`src/rtl/mac_pkg.sv`:
```
`timescale 1ns/1ps
package mac_pkg;
  parameter int unsigned MAC_OP_W  = 8;
  parameter int unsigned MAC_ACC_W = 16;
endpackage

```
`src/rtl/mac_fa_cell.sv`:
```
`timescale 1ns/1ps
module mac_fa_cell (
  input  logic a_i,
  input  logic b_i,
  input  logic c_i,
  output logic s_o,
  output logic c_o
);
  assign s_o = a_i ^ b_i ^ c_i;
  assign c_o = (a_i & b_i) | (c_i & (a_i ^ b_i));
endmodule

```
`src/rtl/mac_ripple_add.sv`:
```
`timescale 1ns/1ps
module mac_ripple_add #(
  parameter int unsigned W = 16
) (
  input  logic [W-1:0] a_i,
  input  logic [W-1:0] b_i,
  output logic [W-1:0] s_o
);
  // carry out of the top bit is dropped: sum wraps modulo 2^W
  logic [W-1:0] cy;
  assign cy[0] = 1'b0;

  for (genvar i = 0; i < W - 1; i++) begin : g_bit
    mac_fa_cell u_fa (
      .a_i(a_i[i]),
      .b_i(b_i[i]),
      .c_i(cy[i]),
      .s_o(s_o[i]),
      .c_o(cy[i+1])
    );
  end

  assign s_o[W-1] = a_i[W-1] ^ b_i[W-1] ^ cy[W-1];
endmodule

```
`src/rtl/mac_pp_array.sv`:
```
`timescale 1ns/1ps
module mac_pp_array #(
  parameter int unsigned OP_W  = 8,
  parameter int unsigned ACC_W = 16,
  parameter bit          SPLIT = 1'b0
) (
  input  logic             clk,
  input  logic             rst,
  input  logic [OP_W-1:0]  a_i,
  input  logic [OP_W-1:0]  b_i,
  output logic [ACC_W-1:0] prod_o
);
  // last row summed in the first stage when the chain is split
  localparam int unsigned CUT = OP_W / 2 - 1;

  logic [ACC_W-1:0]  pp   [OP_W];
  logic [ACC_W-1:0]  psum [OP_W];
  logic [OP_W-1:0]   a_late;
  logic [OP_W-1:CUT+1] b_late;
  logic [ACC_W-1:0]  mid;

  if (SPLIT) begin : g_split
    always_ff @(posedge clk) begin
      if (rst) begin
        a_late <= '0;
        b_late <= '0;
        mid    <= '0;
      end else begin
        a_late <= a_i;
        b_late <= b_i[OP_W-1:CUT+1];
        mid    <= psum[CUT];
      end
    end
  end else begin : g_flat
    assign a_late = a_i;
    assign b_late = b_i[OP_W-1:CUT+1];
    assign mid    = psum[CUT];
  end

  for (genvar i = 0; i < OP_W; i++) begin : g_row
    if (i > CUT) begin : g_late
      assign pp[i] = b_late[i] ? (ACC_W'(a_late) << i) : '0;
    end else begin : g_early
      assign pp[i] = b_i[i] ? (ACC_W'(a_i) << i) : '0;
    end

    if (i == 0) begin : g_first
      assign psum[0] = pp[0];
    end else begin : g_add
      logic [ACC_W-1:0] chain_in;
      assign chain_in = (i - 1 == CUT) ? mid : psum[i-1];
      mac_ripple_add #(.W(ACC_W)) u_add (
        .a_i(chain_in),
        .b_i(pp[i]),
        .s_o(psum[i])
      );
    end
  end

  assign prod_o = psum[OP_W-1];

  // structural chain must match the arithmetic product of its operands
  if (SPLIT) begin : g_chk_split
    assert_product_R2: assert property (@(posedge clk) disable iff (rst)
      !$past(rst) |-> prod_o == $past(ACC_W'(a_i) * ACC_W'(b_i)));
  end else begin : g_chk_flat
    assert_product_R2: assert property (@(posedge clk) disable iff (rst)
      prod_o == ACC_W'(a_i) * ACC_W'(b_i));
  end
endmodule

```
`src/rtl/mac_shift_add.sv`:
```
`timescale 1ns/1ps
module mac_shift_add
  import mac_pkg::*;
#(
  parameter int unsigned OP_W       = MAC_OP_W,
  parameter int unsigned ACC_W      = MAC_ACC_W,
  parameter bit          PIPE_SPLIT = 1'b0
) (
  input  logic             clk,
  input  logic             rst,
  input  logic [OP_W-1:0]  opa_i,
  input  logic [OP_W-1:0]  opb_i,
  output logic [ACC_W-1:0] acc_o
);
  logic [OP_W-1:0]  a_q, b_q;
  logic [ACC_W-1:0] prod, acc_q, acc_sum;

  always_ff @(posedge clk) begin
    if (rst) begin
      a_q <= '0;
      b_q <= '0;
    end else begin
      a_q <= opa_i;
      b_q <= opb_i;
    end
  end

  mac_pp_array #(.OP_W(OP_W), .ACC_W(ACC_W), .SPLIT(PIPE_SPLIT)) u_array (
    .clk(clk),
    .rst(rst),
    .a_i(a_q),
    .b_i(b_q),
    .prod_o(prod)
  );

  mac_ripple_add #(.W(ACC_W)) u_acc_add (
    .a_i(acc_q),
    .b_i(prod),
    .s_o(acc_sum)
  );

  always_ff @(posedge clk) begin
    if (rst) acc_q <= '0;
    else     acc_q <= acc_sum;
  end

  assign acc_o = acc_q;

  assert_reset_clears_R1: assert property (@(posedge clk) disable iff (rst)
    $past(rst) |-> (acc_q == '0 && a_q == '0 && b_q == '0));

  assert_acc_wrap_R3: assert property (@(posedge clk) disable iff (rst)
    acc_sum == ACC_W'(acc_q + prod));

  assert_zero_hold_R5: assert property (@(posedge clk) disable iff (rst)
    (prod == '0) |=> $stable(acc_q));
endmodule

```
`config.mk`:
```
export PLATFORM = sky130hd
export DESIGN_NAME = mac_shift_add
export DESIGN_NICKNAME = d
export VERILOG_FILES = /design/src/rtl/mac_pkg.sv /design/src/rtl/mac_fa_cell.sv /design/src/rtl/mac_ripple_add.sv /design/src/rtl/mac_pp_array.sv /design/src/rtl/mac_shift_add.sv
export SDC_FILE = /design/constraint.sdc
export NUM_CORES = 1
export LEC_CHECK = 0
export CORE_ASPECT_RATIO = 1.25
export CORE_UTILIZATION = 61
export CTS_CLUSTER_DIAMETER = 120
export DETAILED_ROUTE_END_ITERATION = 7
export PLACE_DENSITY = 0.95
export SLEW_MARGIN = 20
export SYNTH_ARGS = -nofsm -noshare
export SYNTH_HDL_FRONTEND = slang
export SYNTH_SLANG_ARGS = --single-unit
```
`constraint.sdc`:
```
create_clock -name clk -period 19.92 [get_ports clk]
set_input_delay 3.984 -clock clk [delete_from_list [all_inputs] [get_ports clk]]
set_output_delay 3.984 -clock clk [all_outputs]
set_load 0.005 [all_outputs]
```
==> After elaboration in Yosys (flattened, before gate mapping) <==
Cells that the tools add are included.
{ "op_classes": {"n_mux": 8, "n_bitwise": 592} }
{ "ops": {"columns": ["cell", "n"], "rows": [
  ["$xor 1x1->1", 219],
  ["$and 1x1->1", 210],
  ["$or 1x1->1", 112],
  ["$xor 1x1->1 const B", 21],
  ["$and 1x1->1 const B", 15],
  ["$mux 15", 1],
  ["$mux 14", 1],
  ["$mux 13", 1],
  ["$mux 12", 1],
  ["$mux 11", 1],
  ["$mux 10", 1],
  ["$mux 9", 1],
  ["$mux 8", 1],
  ["$xor 1x1->1 const AB", 7],
  ["$and 1x1->1 const AB", 6],
  ["$and 1x1->1 const A", 1],
  ["$xor 1x1->1 const A", 1]
]} }
{ "totals": {"ff_bits": 32, "output_inout_bits": 16, "elab_cells": 603} }

==> Logic depth before layout (Yosys ltp) <==
{ "depth": {"depth_word": 45, "depth_mapped": 33, "depth_no_buf": 33} }

==> By module <==
Synthesis repeated with hierarchy kept, for this count alone.
{ "hier_totals": {"cells_unflattened": 268, "hier_area_um2": 3890.0} }
{ "modules_own_cells": {"columns": ["module", "instances", "cells_per_inst", "area_each_um2"], "rows": [
  ["mac_fa_cell", 120, 1, 20.0],
  ["mac_shift_add", 1, 67, 863.3],
  ["mac_pp_array", 1, 65, 404.1],
  ["mac_ripple_add", 8, 2, 27.5]
]} }

==> Worst setup path before layout <==
OpenSTA, ideal clock, no wires.
{ "synth_path": {"kind": "register to register", "from": "register b_q[0]", "to": "register acc_q[15], in the netlist acc_o[15]", "setup_ps": 116, "arrival_ps": 9718, "t_required_ps": 19804, "setup_slack_ps": 10086, "stages_incl_launch_ff": 28, "path_buffers": 0, "period_less_slack_ps": 9834, "path_cell_list": "dfxtp_1 -> and2_1 -> ha_1 -> fa_1 -> fa_1 -> fa_1 -> fa_1 -> fa_1 -> fa_1 -> fa_1 -> fa_1 -> fa_1 -> fa_1 -> fa_1 -> inv_1 -> fa_1 -> fa_1 -> fa_1 -> fa_1 -> fa_1 -> fa_1 -> inv_1 -> fa_1 -> inv_1 -> fa_1 -> fa_1 -> xnor3_1 -> nor2_2"} }
{ "synth_via": {"elab_chain_cells": 45, "elab_cells_between_ends": 563, "cone_classes": "1 x mux; 562 x bitwise"} }
{ "synth_rtl": {"columns": ["item", "line_no", "source"], "rows": [
  ["from (decl)", "mac_shift_add.sv:15", "logic [OP_W-1:0] a_q, b_q;"],
  ["from (signal assigned)", "mac_shift_add.sv:24", "b_q <= opb_i;"],
  ["$mux 8 *", "mac_pp_array.sv:44", "assign pp[i] = b_i[i] ? (ACC_W'(a_i) << i) : '0;"],
  ["$and 1x1->1 or $xor 1x1->1 (tied branches) (2 in series)", "mac_fa_cell.sv:10, mac_fa_cell.sv:9", null],
  ["$or 1x1->1 or $xor 1x1->1 (tied branches)", "mac_fa_cell.sv:10, mac_fa_cell.sv:9", null],
  ["$and 1x1->1 or $xor 1x1->1 (tied branches)", "mac_fa_cell.sv:10, mac_fa_cell.sv:9", null],
  ["$or 1x1->1 or $xor 1x1->1 (tied branches)", "mac_fa_cell.sv:10, mac_fa_cell.sv:9", null],
  ["$and 1x1->1 or $xor 1x1->1 (tied branches)", "mac_fa_cell.sv:10, mac_fa_cell.sv:9", null],
  ["$or 1x1->1 or $xor 1x1->1 (tied branches)", "mac_fa_cell.sv:10, mac_fa_cell.sv:9", null],
  ["$and 1x1->1 or $xor 1x1->1 (tied branches)", "mac_fa_cell.sv:10, mac_fa_cell.sv:9", null],
  ["(+17 left out)", null, null],
  ["$and 1x1->1 or $xor 1x1->1 (tied branches)", "mac_fa_cell.sv:10, mac_fa_cell.sv:9", null],
  ["$or 1x1->1, or another cell as far along", "mac_fa_cell.sv:10", "assign c_o = (a_i & b_i) | (c_i & (a_i ^ b_i));"],
  ["$and 1x1->1 or $xor 1x1->1 (tied branches)", "mac_fa_cell.sv:10, mac_fa_cell.sv:9", null],
  ["$or 1x1->1, or another cell as far along", "mac_fa_cell.sv:10", null],
  ["$xor 1x1->1, or another cell as far along (12 in series)", "mac_ripple_add.sv:23", "assign s_o[W-1] = a_i[W-1] ^ b_i[W-1] ^ cy[W-1];"],
  ["$xor 1x1->1 or $and 1x1->1 (tied branches)", "mac_ripple_add.sv:23, mac_fa_cell.sv:10", null],
  ["$xor 1x1->1 or $or 1x1->1 (tied branches)", "mac_ripple_add.sv:23, mac_fa_cell.sv:10", null],
  ["$xor 1x1->1 *", "mac_ripple_add.sv:23", null],
  ["to (signal assigned)", "mac_shift_add.sv:44", "else acc_q <= acc_sum;"],
  ["to (decl)", "mac_shift_add.sv:16", "logic [ACC_W-1:0] prod, acc_q, acc_sum;"]
]} }
Every way passes the cells marked *; elsewhere a longest branch is shown, timed or not.
A chain may end at the register's enable or synchronous reset.

==> Worst setup path after layout <==
Ends and elaborated chain as after synthesis.

==> impl_results.md <==
- Status: completed
- DR vias: 1706
- Unrepaired setup endpoints after global routing: false
- CTS tree: done
- Total gr overflow: 0
- Area occupied by multi-input gates: approximately 1900 um2
- Switching share of power: approximately 30%
- Ant. Diodes: 0
- Top cell by count, worst path: fa_1
- Logic pwr share: approximately a third
- Clock share of power: 26.0%
- WP data required: roughly 20 ns
- Die H: around 80 um
- H-tree Lvls: 2
- Setup violations, final: 0
- Layout net count: between 300 and 400
- Crit-path slowest cell: fa_1
- Hold WC Path Type: flip-flop to flip-flop
- Global placement routability congestion: 0.750
- Seq/Total Area, Yosys: about 22%
- Fin crit period: ~10 ns
- Syn Area/Cell: 10.7 um2
- Hold path startpoint: acc_o[8]$_SDFF_PP0_
- Final hold violation count: 0
- Vias per cell: 4.92
- IO buf count: 33
- CTS root buf: clkbuf_8
- Resized cells post-CTS: 0
- F_max: 97.7 MHz
- # hold bufs at CTS: 0
- Placed cell areas: approximately 3100 um2
- Flop pwr share: about two fifths
- CP Buf/Inv Count: 3
- Buffer depth of the longest clock path: 2
- Initial Util: about 64%
- Area Growth Syn to Fin: 12.8%
- Worst R2R Start: b_q[0]$_SDFF_PP0_
- Routed wire length: approximately 4300 um
- Final instance area: around 3200 um2
- Dominant cell type by area after synthesis: fa_1
- Largest stage delay, worst path: 0.54 ns
- Peak supply drop: roughly 40 uV
- Syn Nets: between 300 and 400
- PD cells: 64.5 nW/um2
- Final Max Slew Viols: 0
- Synth warn: 0
- Top cells by area, synth: fa_1 43%, dfxtp_1 22%, and2_1 10%
- Clock-pin slew on the worst setup and hold paths: approximately 0.07 ns
- Mapped Cells: ~270
- Worst Path Max Fanout: 8
- Synth cell types: 12
- Iter 0 DRT Violations: 18
- Avg WL per Cell: 12.5 um
- Switching pwr: 0.0622 mW
- Floorplan core area: 4460 um2
- TritonCTS buffer count: 5
- Fillers: a little over 300
- Die footprint: 4970 um2
- Pre-Repair DR Iteration Count: 4
- First-pass GRT wire length: around 8000 um
- Sequential cell area: about 640 um2
- GRT Total Usage: 22.1%
- DP HPWL: 3560 um
- Synth Cell Area: between 2000 and 3000 um2
- Antenna Violating Nets Remaining: 0
- Worst Tran Pin Value: ~0.56 ns
- Slew HR: 62.7%
- Antenna violations before repair: 0
- CP top delay family: adder cells
- Max cap viols: 0
- Clk_skew: between 0.006 and 0.007 ns
- Critical path startpoint: b_q[0]$_SDFF_PP0_
- Worst setup EP type: flip-flop
- Number of global-route vias before repair: ~2000
- CTS Sinks: 32
- Ports: 34
- Largest net degree at the start of global routing: 33
- Fraction of layout cells with a size suffix above 1: under 10%
- Worst endpoint data arrival time: 10.40 ns
- Leakage: around 1.4 nW
- Post-CTS Setup Bufs: 0
- Chip width: roughly 63 um
- Yosys top cell area share: between 40% and 50%
- Power Internal: approximately 0.15 mW
- Remaining DRCs: 0
- Final period util: between 50% and 60%
- Core Rows: 27
- Clk_lat worst skew: a little under 0.3 ns
- Startpoint Class: flip-flop
- Sum Neg Setup Slack: 0 ns
- Worst setup path class: flip-flop to flip-flop
- #FFs+latches synth: 32
## per-layer routing
layer,part of all wire (%),track usage [%],vias up
li1,-,-,788
met1,33,20.1,869
met2,61,44.7,32
met3,2.3,4.65,17
met4,3.7,10.7,0
met5,0,0,-
## cell families after synthesis
family                     after synthesis  share of synthesized area (%)
and+or+nand+nor                         96                           18.6
adders and majority gates               71                           47.3
buffers and inverters                   67                           10.9
DFF                                     32                           22.4
xor gates and xnor gates                 1                          0.787
## flip-flops by register name, summed over array words and instances, names as in the netlist
signal and flops:
acc_o 16, b_q 8, a_q 8
## path summary, 6_finish.rpt
| kind | end | slack [ns] | cells past startpoint |
|---|---|---|---|
| hold / removal | acc_o[8]$_SDFF_PP0_ | 0.59 | 3 |
| setup reg to reg | acc_o[15]$_SDFF_PP0_ | 9.68 | 27 |
| setup / recovery | acc_o[15]$_SDFF_PP0_ | 9.68 | 27 |
| hold reg to reg | acc_o[8]$_SDFF_PP0_ | 0.59 | 3 |
## power groups by stage
stage	logic [mW]	clock network, mW	registers (mW)
floorplan	0.0542	0	0.0823
global placement	0.0671	0	0.0840
detailed placement	0.0721	0	0.0848
CTS	0.0729	0.0562	0.0836
global route	0.0830	0.0590	0.0851
finish	0.0709	0.0541	0.0833
## area by class of cell
type | count | area share (%)
clock buffers | 7 | 2.98
inverters | 49 | 5.70
multi-input cells | 168 | 59.1
flip-flops and latches | 32 | 19.8
well taps | 58 | 2.25
repair buffers | 33 | 10.1
## cell usage after synthesis
cell type and n:
fa_1 62, nand2_1 18, buf_4 15, nor2_2 1
nor2_1 9, buf_2 3, nor2b_1 22, ha_1 9
dfxtp_1 32, xnor3_1 1, and2_1 46, inv_1 49
## worst register-to-register path, cell delays in order (launching register included)
cell     delay (ns)
dfxtp_1        0.38
and2_1         0.20
ha_1           0.21
fa_1           0.41
fa_1           0.41
fa_1           0.48
fa_1           0.44
fa_1           0.39
fa_1           0.39
fa_1           0.40
fa_1           0.51
fa_1           0.45
fa_1           0.40
fa_1           0.49
inv_1          0.06
fa_1           0.43
fa_1           0.49
fa_1           0.52
fa_1           0.44
fa_1           0.39
fa_1           0.49
inv_1          0.05
fa_1           0.54
inv_1          0.06
fa_1           0.44
fa_1           0.40
xnor3_1        0.22
nor2_2         0.03
## layout by cell type, fill, tap and decap left out, drive strengths merged
| cell type | n |
|---|---|
| and2 | 46 |
| buf | 1 |
| clkbuf | 7 |
| clkdlybuf4s50 | 32 |
| dfxtp | 32 |
| fa | 62 |
| ha | 9 |
| inv | 49 |
| nand2 | 18 |
| nor2 | 10 |
| nor2b | 22 |
| xnor3 | 1 |
## stage by stage
stage	hold WS (ns)	setup slack, ns	util [%]	total power [mW]	instances
after floorplan	0.548	10.09	-	0.136	267
after global placement	0.560	9.93	70.3	0.151	340
after detailed placement	0.582	9.64	70.3	0.157	340
after CTS	0.593	9.62	72.5	0.213	347
after global routing	0.627	9.26	72.4	0.227	347
final	0.585	9.68	72.4	0.208	347
Note: power is estimated with default switching activity, not from simulation.
